## src/rtl/fbwr_pkg.sv

```systemverilog
package fbwr_pkg;
  // Strobes from control to datapath for one cycle.
  typedef struct packed {
    logic cmdPush;
    logic cmdTag;
    logic cmdPop;
    logic cmdDrop;
    logic dataPush;
    logic dataPop;
    logic dataClear;
  } strobe_t;
endpackage

```

## src/rtl/fbwr_datapath.sv

```systemverilog
module fbwr_datapath
  import fbwr_pkg::*;
#(
  parameter int CMD_W      = 32,
  parameter int CMD_DEPTH  = 16,
  parameter int DATA_W     = 32,
  parameter int DATA_DEPTH = 128,
  localparam int CAW   = $clog2(CMD_DEPTH),
  localparam int CCW   = CAW + 1,
  localparam int DAW   = $clog2(DATA_DEPTH),
  localparam int DCW   = DAW + 1
) (
  input  logic              clk,
  input  logic              rst,
  input  strobe_t           stb,
  input  logic [CMD_W-1:0]  cmdIn,
  input  logic [DATA_W-1:0] dataIn,
  input  logic              dataEobIn,
  output logic [CCW-1:0]    cmdCount,
  output logic [CMD_W-1:0]  cmdHeadWord,
  output logic              cmdHeadLast,
  output logic              cmdHasLast,
  output logic [DCW-1:0]    dataCount,
  output logic              dataHasEob,
  output logic [DATA_W-1:0] dataHead,
  output logic              dataHeadEob
);
  logic [CMD_W:0]  cmdMem  [CMD_DEPTH];
  logic [DATA_W:0] dataMem [DATA_DEPTH];
  logic [CAW-1:0]  cmdRd, cmdWr;
  logic [DAW-1:0]  dataRd, dataWr;
  logic [DCW-1:0]  eobCount;
  logic [CCW-1:0]  dropN;
  logic [CAW-1:0]  pos;

  // Distance from the head to the first last-tagged word, inclusive.
  always_comb begin
    dropN      = cmdCount;
    cmdHasLast = 1'b0;
    pos        = '0;
    for (int i = CMD_DEPTH - 1; i >= 0; i--) begin
      pos = cmdRd + CAW'(i);
      if (CCW'(i) < cmdCount && cmdMem[pos][CMD_W]) begin
        dropN      = CCW'(i + 1);
        cmdHasLast = 1'b1;
      end
    end
  end

  always_ff @(posedge clk) begin
    if (stb.cmdPush)  cmdMem[cmdWr]   <= {stb.cmdTag, cmdIn};
    if (stb.dataPush) dataMem[dataWr] <= {dataEobIn, dataIn};
  end

  always_ff @(posedge clk) begin
    if (rst) begin
      cmdRd <= '0; cmdWr <= '0; cmdCount <= '0;
      dataRd <= '0; dataWr <= '0; dataCount <= '0; eobCount <= '0;
    end else begin
      if (stb.cmdPush) cmdWr <= cmdWr + 1'b1;
      cmdRd <= cmdRd + CAW'(stb.cmdPop) + (stb.cmdDrop ? dropN[CAW-1:0] : '0);
      cmdCount <= cmdCount + CCW'(stb.cmdPush) - CCW'(stb.cmdPop)
                  - (stb.cmdDrop ? dropN : '0);
      if (stb.dataClear) begin
        dataRd <= '0; dataWr <= '0; dataCount <= '0; eobCount <= '0;
      end else begin
        if (stb.dataPush) dataWr <= dataWr + 1'b1;
        if (stb.dataPop)  dataRd <= dataRd + 1'b1;
        dataCount <= dataCount + DCW'(stb.dataPush) - DCW'(stb.dataPop);
        eobCount  <= eobCount + DCW'(stb.dataPush && dataEobIn)
                     - DCW'(stb.dataPop && dataHeadEob);
      end
    end
  end

  assign cmdHeadWord = cmdMem[cmdRd][CMD_W-1:0];
  assign cmdHeadLast = cmdMem[cmdRd][CMD_W];
  assign dataHead    = dataMem[dataRd][DATA_W-1:0];
  assign dataHeadEob = dataMem[dataRd][DATA_W];
  assign dataHasEob  = (eobCount != '0);
endmodule

```

## src/rtl/fbwr_ctrl.sv

```systemverilog
module fbwr_ctrl
  import fbwr_pkg::*;
#(
  parameter int CMD_DEPTH  = 16,
  parameter int AFULL_CNT  = 12,
  parameter int CMD_WORDS  = 4,
  parameter int DATA_DEPTH = 128,
  parameter int BURST_LEN  = 32,
  localparam int CCW = $clog2(CMD_DEPTH) + 1,
  localparam int DCW = $clog2(DATA_DEPTH) + 1,
  localparam int IW  = $clog2(CMD_WORDS),
  localparam int BW  = $clog2(BURST_LEN)
) (
  input  logic           clk,
  input  logic           rst,
  input  logic           cmdWrite,
  input  logic           cmdEnd,
  input  logic           wdReset,
  input  logic           wdFlush,
  input  logic           wdWrite,
  input  logic           cmdOutPop,
  input  logic           rdPop,
  input  logic [CCW-1:0] cmdCount,
  input  logic           cmdHasLast,
  input  logic [DCW-1:0] dataCount,
  input  logic           dataHasEob,
  input  logic           dataHeadEob,
  output strobe_t        stb,
  output logic           cmdFull,
  output logic           cmdAlmostFull,
  output logic           cmdIdle,
  output logic           cmdOutValid,
  output logic           rdReady,
  output logic           rdLast,
  output logic           cmdOverflow,
  output logic           wdOverflow
);
  logic [IW-1:0] wordIdx;
  logic [BW-1:0] beatCnt;
  logic skipRest, burstActive;
  logic isLast, dropAll, skipNow, dataFull, clearNow;

  assign isLast   = (wordIdx == IW'(CMD_WORDS - 1)) || (wordIdx == IW'(1) && cmdEnd);
  assign dropAll  = wdReset && !cmdHasLast &&
                    (cmdCount != '0 || wordIdx != '0 || skipRest);
  assign skipNow  = skipRest || dropAll;
  assign cmdFull  = (cmdCount == CCW'(CMD_DEPTH));
  assign cmdAlmostFull = (cmdCount >= CCW'(AFULL_CNT));
  assign cmdOutValid   = (cmdCount != '0);
  assign cmdIdle  = !cmdOutValid && wordIdx == '0 && !skipRest;
  assign dataFull = (dataCount == DCW'(DATA_DEPTH));
  assign clearNow = wdFlush || wdReset;
  assign rdReady  = burstActive || dataCount >= DCW'(BURST_LEN) || dataHasEob;
  assign rdLast   = rdReady && (dataHeadEob || beatCnt == BW'(BURST_LEN - 1));

  always_comb begin
    stb.cmdPush   = cmdWrite && !skipNow && !cmdFull;
    stb.cmdTag    = isLast;
    stb.cmdPop    = cmdOutPop && cmdOutValid && !wdReset;
    stb.cmdDrop   = wdReset && cmdOutValid;
    stb.dataClear = clearNow;
    stb.dataPush  = wdWrite && !clearNow && !dataFull;
    stb.dataPop   = rdPop && rdReady && dataCount != '0 && !clearNow;
  end

  always_ff @(posedge clk) begin
    if (rst) begin
      wordIdx <= '0; skipRest <= 1'b0; burstActive <= 1'b0; beatCnt <= '0;
      cmdOverflow <= 1'b0; wdOverflow <= 1'b0;
    end else begin
      if (cmdWrite && (skipNow || !cmdFull))
        wordIdx <= isLast ? '0 : wordIdx + 1'b1;
      skipRest <= skipNow && !(cmdWrite && isLast);
      if (cmdWrite && !skipNow && cmdFull) cmdOverflow <= 1'b1;
      if (wdWrite && !clearNow && dataFull) wdOverflow <= 1'b1;
      if (clearNow) begin
        burstActive <= 1'b0; beatCnt <= '0;
      end else if (stb.dataPop) begin
        burstActive <= !rdLast;
        beatCnt     <= rdLast ? '0 : beatCnt + 1'b1;
      end
    end
  end
endmodule

```

## src/rtl/fbwr_front.sv

```systemverilog
module fbwr_front
  import fbwr_pkg::*;
#(
  parameter int CMD_DEPTH  = 16,
  parameter int AFULL_CNT  = 12,
  parameter int CMD_WORDS  = 4,
  parameter int DATA_W     = 32,
  parameter int DATA_DEPTH = 128,
  parameter int BURST_LEN  = 32,
  localparam int CCW = $clog2(CMD_DEPTH) + 1,
  localparam int DCW = $clog2(DATA_DEPTH) + 1
) (
  input  logic                clk,
  input  logic                rst,
  input  logic [31:0]         cmdData,
  input  logic                cmdWrite,
  input  logic                cmdEnd,
  output logic                cmdFull,
  output logic                cmdAlmostFull,
  output logic                cmdIdle,
  input  logic                wdReset,
  input  logic                wdFlush,
  input  logic                wdWrite,
  input  logic [DATA_W-1:0]   wdData,
  input  logic [DATA_W/8-1:0] wdByteEn,
  input  logic                wdEndBurst,
  output logic                cmdOutValid,
  output logic [31:0]         cmdOutData,
  output logic                cmdOutLast,
  input  logic                cmdOutPop,
  output logic                rdReady,
  output logic [DATA_W-1:0]   rdData,
  output logic                rdLast,
  input  logic                rdPop,
  output logic                cmdOverflow,
  output logic                wdOverflow
);
  strobe_t        stb;
  logic [CCW-1:0] cmdCount;
  logic [DCW-1:0] dataCount;
  logic           cmdHasLast, dataHasEob, dataHeadEob;
  logic           unusedByteEn;

  assign unusedByteEn = ^wdByteEn;

  fbwr_ctrl #(
    .CMD_DEPTH(CMD_DEPTH), .AFULL_CNT(AFULL_CNT), .CMD_WORDS(CMD_WORDS),
    .DATA_DEPTH(DATA_DEPTH), .BURST_LEN(BURST_LEN)
  ) u_ctrl (
    .clk(clk), .rst(rst), .cmdWrite(cmdWrite), .cmdEnd(cmdEnd),
    .wdReset(wdReset), .wdFlush(wdFlush), .wdWrite(wdWrite),
    .cmdOutPop(cmdOutPop), .rdPop(rdPop), .cmdCount(cmdCount),
    .cmdHasLast(cmdHasLast), .dataCount(dataCount), .dataHasEob(dataHasEob),
    .dataHeadEob(dataHeadEob), .stb(stb), .cmdFull(cmdFull),
    .cmdAlmostFull(cmdAlmostFull), .cmdIdle(cmdIdle), .cmdOutValid(cmdOutValid),
    .rdReady(rdReady), .rdLast(rdLast), .cmdOverflow(cmdOverflow),
    .wdOverflow(wdOverflow)
  );

  fbwr_datapath #(
    .CMD_W(32), .CMD_DEPTH(CMD_DEPTH), .DATA_W(DATA_W), .DATA_DEPTH(DATA_DEPTH)
  ) u_dp (
    .clk(clk), .rst(rst), .stb(stb), .cmdIn(cmdData), .dataIn(wdData),
    .dataEobIn(wdEndBurst), .cmdCount(cmdCount), .cmdHeadWord(cmdOutData),
    .cmdHeadLast(cmdOutLast), .cmdHasLast(cmdHasLast), .dataCount(dataCount),
    .dataHasEob(dataHasEob), .dataHead(rdData), .dataHeadEob(dataHeadEob)
  );
endmodule

```

## config.mk

```make
export PLATFORM = sky130hd
export DESIGN_NAME = fbwr_front
export DESIGN_NICKNAME = d
export VERILOG_FILES = /design/src/rtl/fbwr_pkg.sv /design/src/rtl/fbwr_datapath.sv /design/src/rtl/fbwr_ctrl.sv /design/src/rtl/fbwr_front.sv
export SDC_FILE = /design/constraint.sdc
export NUM_CORES = 2
export LEC_CHECK = 0
export BUFFER_PORTS_ARGS = -buffer_cell sky130_fd_sc_hd__buf_2
export CORE_UTILIZATION = 45
export CTS_CLUSTER_SIZE = 12
export DETAILED_ROUTE_END_ITERATION = 8
export GPL_TIMING_DRIVEN = 0
export PLACE_DENSITY = 0.59
export SYNTH_ARGS = -nofsm -noshare
export SYNTH_HDL_FRONTEND = slang
export SYNTH_MEMORY_MAX_BITS = 65536
export SYNTH_SLANG_ARGS = --single-unit
```

## constraint.sdc

```tcl
create_clock -name clk -period 5.4 [get_ports clk]
set_input_delay 1.08 -clock clk [delete_from_list [all_inputs] [get_ports clk]]
set_output_delay 1.08 -clock clk [all_outputs]
set_load 0.01 [all_outputs]
```

==> impl_metrics.prom <==
# TYPE chip_impl_metric gauge
chip_impl_metric{name="placement_rows",unit=""} 235
chip_impl_metric{name="total_power_divided_by_cell_area",unit="nW/µm²"} 356
chip_impl_metric{name="worst_hold_slack",unit="ns"} 0.355
chip_impl_metric{name="max_clock_freq",unit="GHz"} 0.174
chip_impl_metric{name="overflow",unit=""} 0
chip_impl_metric{name="grt_pass1_wl",unit="mm"} 671
chip_impl_info{name="layout_commonest_cell",value="sky130_fd_sc_hd__edfxtp_1"} 1
chip_impl_metric{name="design.die.area",unit="µm²"} 414000
chip_impl_info{name="worst_hold_path_type",value="input port to flip-flop"} 1
chip_impl_metric{name="biggest_fanout_along_the_worst_timing_path",unit=""} 11
chip_impl_metric{name="grt_start_max_net_pins",unit=""} 105
chip_impl_metric{name="antenna_left",unit=""} 0
chip_impl_metric{name="detail_route.iter0.violations",unit=""} 11300
chip_impl_metric{name="post_synth_num_cell_types",unit=""} 60
chip_impl_metric{name="cap_viol_max_count",unit=""} 0
chip_impl_info{name="setup.worst_path.start_class",value="flip-flop"} 1
chip_impl_info{name="busiest_layer",value="met2"} 1
chip_impl_metric{name="gpl.final_weighted_congestion",unit=""} 0.911
chip_impl_metric{name="final_area",unit="µm²"} 215000
chip_impl_metric{name="internal-power",unit="mW"} 60.0
chip_impl_metric{name="htree_num_levels",unit=""} 5
chip_impl_metric{name="max_slew.worst_pin.slew",unit="ns"} 1.36
chip_impl_metric{name="register_area",unit="µm²"} 144000
chip_impl_metric{name="global_route.usage.met2",unit=""} 0.357
chip_impl_metric{name="total_i_o_pin_count",unit=""} 151
chip_impl_metric{name="synthesized_flop_and_latch_total",unit=""} 4813
chip_impl_metric{name="final_period_minus_worst_setup_slack",unit="ns"} 5.74
chip_impl_metric{name="p_sw_frac",unit=""} 0.216
chip_impl_metric{name="remaining_drc_errors",unit=""} 0
chip_impl_info{name="ys_dominant_reg_cell",value="sky130_fd_sc_hd__edfxtp_1"} 1
chip_impl_metric{name="num-fill-cells",unit=""} 30700
chip_impl_metric{name="clock_power_share",unit=""} 0.398
chip_impl_info{name="tritoncts",value="yes"} 1
chip_impl_metric{name="clk_pin_slew",unit="ns"} 0.06
chip_impl_metric{name="die_y",unit="µm"} 643
chip_impl_metric{name="core_region",unit="µm²"} 410000
chip_impl_metric{name="worst-endpoint-arrival",unit="ns"} 4.66
chip_impl_metric{name="stdcell_count",unit=""} 14100
chip_impl_info{name="min-delay-start",value="wdWrite"} 1
chip_impl_metric{name="worst_slew_margin_rel",unit=""} 0.0921
chip_impl_info{name="run_status",value="complete, but fails checks"} 1
chip_impl_metric{name="seq_area_frac_synth",unit=""} 0.778
chip_impl_metric{name="floorplan.die.width",unit="µm"} 643
chip_impl_metric{name="met3_usage",unit=""} 0.0505
chip_impl_metric{name="post_cts_hold_buffer_count",unit=""} 0
chip_impl_info{name="timing.critical_path.to_type",value="primary output"} 1
chip_impl_info{name="rsz0062_at_grt",value="yes"} 1
chip_impl_info{name="violated_checks",value="negative setup slack"} 1
chip_impl_metric{name="finClkSkew",unit="ns"} 0.0763
chip_impl_metric{name="pwr-share-comb",unit=""} 0.062
chip_impl_metric{name="final_layout_size_suffix_gt1_frac",unit=""} 0.353
chip_impl_metric{name="fin_worst_setup_slack",unit="ns"} -0.340
chip_impl_metric{name="dp_hpwl",unit="mm"} 327
chip_impl_metric{name="drt-vias-per-instance",unit=""} 6.07
chip_impl_metric{name="design.final.nets",unit=""} 8439
chip_impl_metric{name="grt_pass1_vias",unit=""} 86000
chip_impl_metric{name="worstSkewPairLatency",unit="ns"} 1.02
chip_impl_metric{name="setup_total_negative_slack",unit="ns"} -8.34
chip_impl_metric{name="dpl-instance-area",unit="µm²"} 198000
chip_impl_metric{name="number_of_cells_produced_by_synthesis",unit=""} 7408
chip_impl_metric{name="multi_input_area",unit="µm²"} 40500
chip_impl_metric{name="cts.path.max_buffers",unit=""} 4
chip_impl_metric{name="gr-usage-all-layers",unit=""} 0.231
chip_impl_metric{name="dpl.cell_count",unit=""} 13200
chip_impl_metric{name="yosys_warnings",unit=""} 0
chip_impl_metric{name="required",unit="ns"} 4.32
chip_impl_metric{name="detail_route.first_pass.iterations",unit=""} 8
chip_impl_metric{name="syn_area_per_cell",unit="µm²"} 25.0
chip_impl_metric{name="final_util",unit=""} 0.525
chip_impl_info{name="mostFrequentLayoutCells",value="sky130_fd_sc_hd__edfxtp_1, sky130_fd_sc_hd__mux4_2, sky130_fd_sc_hd__clkbuf_16"} 1
chip_impl_info{name="timing_worst_setup_path_type",value="flip-flop to primary output"} 1
chip_impl_metric{name="routed_wire_length_per_instance",unit="µm"} 34.3
chip_impl_metric{name="mappedNetlistArea",unit="µm²"} 185000
chip_impl_metric{name="buffer_ports.inserted",unit=""} 146
chip_impl_metric{name="layout-area-overhead-vs-synth",unit="%"} 16.3
chip_impl_metric{name="setup_viol_count_final",unit=""} 50
chip_impl_metric{name="initial_antenna_violation_count",unit=""} 54
chip_impl_metric{name="power.share.sequential",unit=""} 0.540
chip_impl_metric{name="global_route.usage.met1",unit=""} 0.330
chip_impl_metric{name="routed-via-count",unit=""} 85700
chip_impl_metric{name="min_delay_path_depth",unit=""} 3
chip_impl_metric{name="vdd_ir_drop_max",unit="µV"} 350
chip_impl_metric{name="floorplan.initialDensity",unit=""} 0.452
chip_impl_info{name="reg2reg_from",value="u_dp.dataCount[2]"} 1
chip_impl_metric{name="slew_violations",unit=""} 0
chip_impl_metric{name="synth_async_sr_flop_share",unit=""} 0
chip_impl_metric{name="cts_num_sinks",unit=""} 4813
chip_impl_metric{name="timing_hold_violations_final",unit=""} 0
chip_impl_metric{name="synth_fp_nets",unit=""} 7544
chip_impl_info{name="ctsRootBufferMaster",value="sky130_fd_sc_hd__clkbuf_16"} 1
chip_impl_metric{name="layout_worst_path_cycle_share",unit=""} 1.06
chip_impl_metric{name="worst-r2r-cell-count",unit=""} 12
chip_impl_metric{name="total_switching_power",unit="mW"} 16.5
chip_impl_metric{name="routed_wirelength",unit="mm"} 484
chip_impl_metric{name="p_leak",unit="nW"} 64.4
chip_impl_metric{name="tritoncts.num_buffers",unit=""} 483
chip_impl_metric{name="synth_edf_count",unit=""} 4752
-- cell type report --
type / count / share of cell area
inverter: 51 / 0.000907
sequential: 4813 / 0.669
buffer: 380 / 0.0153
multi-input combinational: 2160 / 0.188
clock inverter: 177 / 0.00575
antenna: 33 / 0.000384
tap: 5451 / 0.0317
timing repair buffer: 414 / 0.0301
clock buffer: 637 / 0.0590
-- worst paths after layout --
path	end	slack (ns)
max reg2reg	u_dp.dataMem[66][5]	-0.03
min reg2reg	u_ctrl.cmdOverflow	0.45
max	rdData[15]	-0.34
min	u_ctrl.wdOverflow	0.35
-- power by group through the flow --
stage	combinational (mW)	clock (mW)	sequential, mW
3_3_place_gp	4.34	0	42.2
2_1_floorplan	2.64	0	42.1
5_1_grt	5.11	32.3	41.3
6_report	4.76	30.5	41.3
3_5_place_dp	4.59	0	42.1
4_1_cts	4.73	31.0	41.3
-- what timing repair did --
action	4_1_cts	5_1_grt
pin swaps	2	5
resized for setup	614	135
hold endpoints to repair	0	0
gates cloned	8	15
endpoints found under the setup margin	644	187
setup buffers	14	45
-- routing by layer --
metal / vias to the layer above / routed length [µm]
met4: 22 / 15900
li1: 34100 / -
met3: 678 / 43000
met5: - / 141
met2: 3760 / 228000
met1: 47100 / 197000
-- Yosys cell counts (all sizes together) (14+ instances only) --
cell type  instances  area (µm²)
dfxtp             61        1220
mux2i             26         260
nor2             186         701
and3              20         125
nand2             50         188
clkbuf           276        1040
xor2              14         123
nand3             19        95.1
inv               51         191
mux2              38         428
ha                51         638
mux4            1573       35400
o21ai             18        90.1
edfxtp          4752      143000
a21oi             35         175
buf              108         597
xnor2             24         210
-- critical path, stage by stage, from the launching register on --
cell	delay (ns)
sky130_fd_sc_hd__dfxtp_4	0.38
sky130_fd_sc_hd__buf_12	0.14
sky130_fd_sc_hd__buf_16	0.13
sky130_fd_sc_hd__buf_16	0.17
sky130_fd_sc_hd__buf_16	0.25
sky130_fd_sc_hd__buf_16	0.17
sky130_fd_sc_hd__mux4_2	0.49
sky130_fd_sc_hd__mux4_2	0.62
sky130_fd_sc_hd__mux4_2	0.73
sky130_fd_sc_hd__mux2_2	0.38
sky130_fd_sc_hd__buf_2	0.14
-- sequential cells by signal, summed over array words and instances (netlist names), 2 cells and up, named ones only --
signal	flops
u_ctrl.beatCnt	5
u_ctrl.wordIdx	2
u_dp.cmdCount	5
u_dp.cmdMem	528
u_dp.cmdRd	4
u_dp.cmdWr	4
u_dp.dataCount	8
u_dp.dataMem	4224
u_dp.dataRd	7
u_dp.dataWr	7
u_dp.eobCount	8
-- metrics by stage --
step	power [mW]	setup WS (ns)
6_report	76.6	-0.340
5_1_grt	78.8	-0.357
4_1_cts	77.1	-0.377
3_5_place_dp	46.7	-1.67
3_3_place_gp	46.5	-2.73
2_1_floorplan	44.7	0.0463
-- logic make-up (layout without fill, tap and decap cells) --
group,after synthesis,after routing,synth area share
AO/OA/AOI/OAI,94,94,0.00329
XOR/XNOR,38,38,0.00180
adder cells (fa/ha/maj),58,58,0.00421
buffers and inverters,435,1659,0.00986
flip-flops,4813,4813,0.778
multiplexers,1637,1637,0.195
other,0,33,0
AND/OR/NAND/NOR,333,333,0.00804
(Power assumes the default switching activity.)
